<file path="config.mk">
export PLATFORM = sky130hd
export DESIGN_NAME = icount_trigger
export DESIGN_NICKNAME = d
export VERILOG_FILES = /design/src/rtl/icount_pkg.sv /design/src/rtl/icount_gate.sv /design/src/rtl/icount_step.sv /design/src/rtl/icount_sr_port.sv /design/src/rtl/icount_trigger.sv
export SDC_FILE = /design/constraint.sdc
export NUM_CORES = 1
export LEC_CHECK = 0
export ABC_AREA = 1
export BUFFER_PORTS_ARGS = -buffer_cell sky130_fd_sc_hd__buf_2
export CORE_UTILIZATION = 49
export CTS_CLUSTER_DIAMETER = 150
export DETAILED_ROUTE_END_ITERATION = 12
export PLACE_DENSITY = 0.78
export REMOVE_ABC_BUFFERS = 1
export SYNTH_ARGS = -nofsm -noshare
export SYNTH_HDL_FRONTEND = slang
export SYNTH_HIERARCHICAL = 1
export SYNTH_SLANG_ARGS = --single-unit
</file>
<file path="constraint.sdc">
create_clock -name clk_i -period 2.5 [get_ports clk_i]
set_clock_uncertainty 0.15 [all_clocks]
set_input_delay 0.75 -clock clk_i [delete_from_list [all_inputs] [get_ports clk_i]]
set_output_delay 0.75 -clock clk_i [all_outputs]
set_load 0.05 [all_outputs]
</file>
<file path="src/rtl/icount_pkg.sv">
package icount_pkg;
    localparam int CNT_W_DEF    = 32;
    localparam int LVL_W_DEF    = 4;
    localparam int ADDR_W_DEF   = 8;
    localparam int CNT_ADDR_DEF = 236;
    localparam int LVL_ADDR_DEF = 237;
    localparam int CAUSE_W_DEF  = 6;
    localparam int IC_BIT_DEF   = 0;
endpackage

</file>
<file path="src/rtl/icount_gate.sv">
module icount_gate #(
    parameter int LVL_W = icount_pkg::LVL_W_DEF
) (
    input  logic             retire_valid_i,
    input  logic [LVL_W-1:0] retire_level_i,
    input  logic [LVL_W-1:0] count_level_i,
    input  logic [LVL_W-1:0] dbg_level_i,
    output logic             count_en_o,
    output logic             dbg_ok_o
);
    always_comb begin
        count_en_o = retire_valid_i && (retire_level_i < count_level_i);
        dbg_ok_o   = retire_level_i < dbg_level_i;
    end
endmodule

</file>
<file path="src/rtl/icount_step.sv">
module icount_step #(
    parameter int CNT_W = icount_pkg::CNT_W_DEF
) (
    input  logic [CNT_W-1:0] cnt_i,
    input  logic             count_en_i,
    input  logic             dbg_ok_i,
    output logic [CNT_W-1:0] cnt_next_o,
    output logic             exc_o
);
    logic at_top;

    always_comb begin
        at_top     = &cnt_i;
        cnt_next_o = (count_en_i && !at_top) ? cnt_i + CNT_W'(1) : cnt_i;
        exc_o      = count_en_i && at_top && dbg_ok_i;
    end
endmodule

</file>
<file path="src/rtl/icount_sr_port.sv">
module icount_sr_port #(
    parameter int ADDR_W   = icount_pkg::ADDR_W_DEF,
    parameter int CNT_W    = icount_pkg::CNT_W_DEF,
    parameter int LVL_W    = icount_pkg::LVL_W_DEF,
    parameter int CNT_ADDR = icount_pkg::CNT_ADDR_DEF,
    parameter int LVL_ADDR = icount_pkg::LVL_ADDR_DEF
) (
    input  logic              we_i,
    input  logic [ADDR_W-1:0] waddr_i,
    input  logic [ADDR_W-1:0] raddr_i,
    input  logic [CNT_W-1:0]  cnt_i,
    input  logic [LVL_W-1:0]  lvl_i,
    output logic              wr_cnt_o,
    output logic              wr_lvl_o,
    output logic [CNT_W-1:0]  rdata_o
);
    localparam logic [ADDR_W-1:0] CntSel = ADDR_W'(CNT_ADDR);
    localparam logic [ADDR_W-1:0] LvlSel = ADDR_W'(LVL_ADDR);

    always_comb begin
        wr_cnt_o = we_i && (waddr_i == CntSel);
        wr_lvl_o = we_i && (waddr_i == LvlSel);
        if (raddr_i == CntSel)      rdata_o = cnt_i;
        else if (raddr_i == LvlSel) rdata_o = {{(CNT_W-LVL_W){1'b0}}, lvl_i};
        else                        rdata_o = '0;
    end
endmodule

</file>
<file path="src/rtl/icount_trigger.sv">
module icount_trigger #(
    parameter int CNT_W    = icount_pkg::CNT_W_DEF,
    parameter int LVL_W    = icount_pkg::LVL_W_DEF,
    parameter int ADDR_W   = icount_pkg::ADDR_W_DEF,
    parameter int CNT_ADDR = icount_pkg::CNT_ADDR_DEF,
    parameter int LVL_ADDR = icount_pkg::LVL_ADDR_DEF,
    parameter int CAUSE_W  = icount_pkg::CAUSE_W_DEF,
    parameter int IC_BIT   = icount_pkg::IC_BIT_DEF
) (
    input  logic               clk_i,
    input  logic               rst_ni,
    input  logic               retire_valid_i,
    input  logic [LVL_W-1:0]   retire_level_i,
    input  logic [LVL_W-1:0]   dbg_level_i,
    input  logic               sr_we_i,
    input  logic [ADDR_W-1:0]  sr_waddr_i,
    input  logic [CNT_W-1:0]   sr_wdata_i,
    input  logic [ADDR_W-1:0]  sr_raddr_i,
    output logic [CNT_W-1:0]   sr_rdata_o,
    output logic               dbg_req_o,
    output logic [CAUSE_W-1:0] dbg_cause_o
);
    localparam logic [CNT_W-1:0] AllOnes = {CNT_W{1'b1}};

    typedef struct packed {
        logic [CNT_W-1:0] cnt;
        logic [LVL_W-1:0] lvl;
        logic             req;
    } state_t;

    state_t st_d, st_q;

    logic             count_en, dbg_ok, exc;
    logic             wr_cnt, wr_lvl;
    logic [CNT_W-1:0] cnt_step;

    icount_gate #(.LVL_W(LVL_W)) gate_i (
        .retire_valid_i (retire_valid_i),
        .retire_level_i (retire_level_i),
        .count_level_i  (st_q.lvl),
        .dbg_level_i    (dbg_level_i),
        .count_en_o     (count_en),
        .dbg_ok_o       (dbg_ok)
    );

    icount_step #(.CNT_W(CNT_W)) step_i (
        .cnt_i      (st_q.cnt),
        .count_en_i (count_en),
        .dbg_ok_i   (dbg_ok),
        .cnt_next_o (cnt_step),
        .exc_o      (exc)
    );

    icount_sr_port #(
        .ADDR_W(ADDR_W), .CNT_W(CNT_W), .LVL_W(LVL_W),
        .CNT_ADDR(CNT_ADDR), .LVL_ADDR(LVL_ADDR)
    ) port_i (
        .we_i     (sr_we_i),
        .waddr_i  (sr_waddr_i),
        .raddr_i  (sr_raddr_i),
        .cnt_i    (st_q.cnt),
        .lvl_i    (st_q.lvl),
        .wr_cnt_o (wr_cnt),
        .wr_lvl_o (wr_lvl),
        .rdata_o  (sr_rdata_o)
    );

    // Next state: the increment first, then an SR write unless the
    // instruction was pre-empted by the debug request.
    always_comb begin
        st_d     = st_q;
        st_d.cnt = cnt_step;
        st_d.req = exc;
        if (wr_cnt && !exc) st_d.cnt = sr_wdata_i;
        if (wr_lvl && !exc) st_d.lvl = sr_wdata_i[LVL_W-1:0];
    end

    always_ff @(posedge clk_i) begin
        if (!rst_ni) st_q <= '0;
        else         st_q <= st_d;
    end

    assign dbg_req_o = st_q.req;

    for (genvar gi = 0; gi < CAUSE_W; gi++) begin : g_cause
        if (gi == IC_BIT) begin : g_ic
            assign dbg_cause_o[gi] = st_q.req;
        end else begin : g_other
            assign dbg_cause_o[gi] = 1'b0;
        end
    end

    AST_COUNT_STEP: assert property (@(posedge clk_i) disable iff (!rst_ni)
        (count_en && !sr_we_i && st_q.cnt != AllOnes) |=> (st_q.cnt == $past(st_q.cnt) + CNT_W'(1)));

    AST_GATED_HOLD: assert property (@(posedge clk_i) disable iff (!rst_ni)
        (!(retire_valid_i && retire_level_i < st_q.lvl) && !sr_we_i) |=> $stable(st_q.cnt));

    AST_NO_WRAP: assert property (@(posedge clk_i) disable iff (!rst_ni)
        (retire_valid_i && retire_level_i < st_q.lvl && st_q.cnt == AllOnes && !sr_we_i) |=> (st_q.cnt == AllOnes));

    AST_REQ_NEEDS_LEVEL: assert property (@(posedge clk_i) disable iff (!rst_ni)
        dbg_req_o |-> $past(retire_valid_i && retire_level_i < dbg_level_i));

    AST_REQ_CAUSE: assert property (@(posedge clk_i) disable iff (!rst_ni)
        dbg_req_o |-> (dbg_cause_o[IC_BIT] && $onehot0(dbg_cause_o)));

    AST_EXC_DROPS_WRITE: assert property (@(posedge clk_i) disable iff (!rst_ni)
        exc |=> ($stable(st_q.cnt) && $stable(st_q.lvl)));

    AST_LVL_WRITE: assert property (@(posedge clk_i) disable iff (!rst_ni)
        (wr_lvl && !exc) |=> (st_q.lvl == $past(sr_wdata_i[LVL_W-1:0])));
endmodule

</file>
==> results.sh <==
export IMPL_dr_wl_met3_um=655
export IMPL_tns_ns=-1.22
export IMPL_core_um2=7330
export IMPL_slew_headroom_pct=55.5
export IMPL_r2r_start="st_q[4]"
export IMPL_drive_gt1_share_pct=26.6
export IMPL_cts_sinks=37
export IMPL_postRouteAntennaNets=0
export IMPL_arrival_ns=1.68
export IMPL_final_cell_count_no_fill=870
export IMPL_final_area_um2=4960
export IMPL_finalMaxSlewViolations=0
export IMPL_grt_use_total_pct=26.0
export IMPL_critPathLaunchType="input pin"
export IMPL_yosys_warnings=6
export IMPL_min_path_cells=2
export IMPL_syn_cell_area_um2=3770
export IMPL_wl_met1_mm=4.85
export IMPL_tightestPinTransition_ns=0.667
export IMPL_rsz0062_at_grt="true"
export IMPL_place_congestion=0.932
export IMPL_critical_path_top_delay_family="buffers and inverters"
export IMPL_ys_ff_latch=37
export IMPL_top_layer="met4"
export IMPL_crit_fanout=5
export IMPL_holdWs_ns=0.370
export IMPL_gr_total_overflow=0
export IMPL_power_density_nw_per_um2=256
export IMPL_synth_cell_type_count=29
export IMPL_required_ns=1.60
export IMPL_outcome="complete, but fails checks"
export IMPL_p_leak_uw=0.00220
export IMPL_initial_utilization_pct=51.5
export IMPL_violations="negative setup slack"
export IMPL_fin_nets=837
export IMPL_final_common_cell="nand2_1"
export IMPL_slowest_delay_ns=0.19
export IMPL_setup_viol=28
export IMPL_grt_max_degree=38
export IMPL_viasPerCell=4.88
export IMPL_fin_crit_ns=2.58
export IMPL_hp_class="reg2reg"
export IMPL_num_io_pins=99
export IMPL_syn2layout_area_growth_pct=31.5
export IMPL_dp_hpwl_mm=7.50
export IMPL_clock_root_buffer="clkbuf_8"
export IMPL_crit_buf_inv=4
export IMPL_crit_top_cell="buf_6"
export IMPL_endpoint_kind="primary output"
export IMPL_antenna_cells=0
export IMPL_ys_seq_area_share_pct=19.6
export IMPL_rr_endpoint="st_q[26]"
export IMPL_vias=4245
export IMPL_final_cell_mix="210 x nand2_1, 115 x nor2_1, 98 x inv_1"
export IMPL_clk_pin_slew_ns=0.08
export IMPL_drt_iter0_drc=293
export IMPL_reg2reg_slack_ns=0.23
export IMPL_cap_viol_max_count=0
export IMPL_cts_buffer_depth=2
export IMPL_wl_per_cell_um=12.6
export IMPL_post_route_period_util_pct=103
export IMPL_ir_drop_uv=193
export IMPL_routed_wl_mm=11.0
export IMPL_grt_pass1_wl_mm=17.5
export IMPL_critPathKind="in2out"
export IMPL_dieWidth_um=89.8
export IMPL_postCtsHoldBufs=0
export IMPL_hold_violations=0
export IMPL_cp_slowest_cell="clkbuf_16"
export IMPL_dieHeight_um=89.8
export IMPL_cts_buffers=5
export IMPL_met2WireLength_mm=5.26
export IMPL_placed_area_um2=4380
export IMPL_ff2ff_path_depth=14
export IMPL_num_rows=31
export IMPL_syn_inst=661
export IMPL_antenna_found_initial=0
export IMPL_avgSynthCellArea_um2=5.71
export IMPL_htreeDepth=2
export IMPL_worst_slack_ns=-0.0794
export IMPL_min_from="st_q[2]"
export IMPL_portBuffers=93
export IMPL_drc=0
export IMPL_die_area_um2=8060
export IMPL_post_route_util_pct=67.7
export IMPL_whs_endpoint="st_q[2]"
export IMPL_clock_latency_ns=0.30
export IMPL_max_freq_mhz=388
export IMPL_grt_pass1_vias=3873
export IMPL_worstPathCellList="buf_6 > inv_4 > nand2_4 > nor2_8 > nand2_8 > clkbuf_16 > nor2_4 > buf_6"
export IMPL_dp_cells=856
export IMPL_cts_tree="built"
export IMPL_drt_pass1_iter_count=5
==> report_power, final <==
part | switching [µW] | internal, µW
logic | 111 | 86.6
registers | 3.67 | 591
clock network | 229 | 250
total | 343 | 928
==> cells by family (layout without fill, tap and decap cells) <==
| family | count (synthesis) | count (layout) | synth area share (%) |
|---|---|---|---|
| simple gates | 467 | 468 | 57.5 |
| flops | 37 | 37 | 19.6 |
| xor+xnor | 10 | 10 | 2.32 |
| compound gates | 8 | 8 | 1.39 |
| buf+inv | 131 | 236 | 16.8 |
| other cells | 1 | 5 | 0.0994 |
| fa+ha+maj | 7 | 7 | 2.32 |
==> cell type report <==
type	count	area, µm²
Multi-Input combinational cell	498	2580
Fill cell	673	2370
Timing Repair Buffer	123	1020
Sequential cell	37	741
Inverter	105	402
Tap cell	99	124
Clock buffer	7	96.3
Clock inverter	1	5.00
==> registers in the layout, summed over array words and instances, names as in the netlist <==
name / flops
st_q: 36
dbg_req_o: 1
==> worst register-to-register path, stage by stage, from the launching register on <==
cell,delay (ns)
dfxtp_1,0.37
inv_1,0.09
ha_4,0.22
nand2_1,0.07
nand3b_1,0.12
a21oi_4,0.20
buf_6,0.14
buf_4,0.11
nand4_1,0.20
nor2_2,0.20
nand2_1,0.06
nand2_1,0.06
nand2_1,0.05
nor2_1,0.09
nor2_1,0.05
==> what timing repair did <==
action | CTS | global route
endpoints found under the hold margin | 0 | 0
endpoints found under the setup margin | 32 | 64
buffers inserted | 0 | 3
gates resized for setup | 70 | 43
pin swaps | 0 | 16
gates cloned | 0 | 3
==> per-stage QoR <==
step / worst slack (ns) / power [µW]
3_5_place_dp: -0.274 / 783
4_1_cts: -0.0585 / 1260
6_report: -0.0794 / 1270
3_3_place_gp: -0.211 / 777
5_1_grt: -0.110 / 1330
2_1_floorplan: -1.05 / 700
==> synthesized netlist by cell type (all sizes together) <==
cell	instances	area share (%)
a21o	1	0.20
a21oi	2	0.46
and2	2	0.33
buf	24	5.6
clkbuf	2	0.73
conb	1	0.099
dfxtp	37	20
ha	7	2.3
inv	105	10
nand2	222	23
nand3	58	7.7
nand3b	10	2.0
nand4	9	1.5
nor2	163	22
nor3	3	0.40
o21ai	4	0.53
o21bai	1	0.20
xnor2	6	1.4
xor2	4	0.93
==> per-layer routing <==
metal,vias up,global-route usage [%]
met5,-,0
met3,23,3.64
met1,1874,32.3
li1,2180,-
met2,168,46.5
met4,0,7.65
==> worst max-delay path by stage <==
stage,from,end,slack [ns],cells past startpoint
finish,sr_raddr_i[4],sr_rdata_o[11],-0.08,8
global route,sr_raddr_i[4],sr_rdata_o[11],-0.11,8
CTS,sr_raddr_i[4],sr_rdata_o[13],-0.06,8
detailed placement,retire_level_i[3],st_q[36],-0.27,17
global placement,retire_level_i[3],st_q[36],-0.21,17
floorplan,sr_waddr_i[3],st_q[10],-1.05,8
Note: power is estimated with default switching activity, not from simulation.
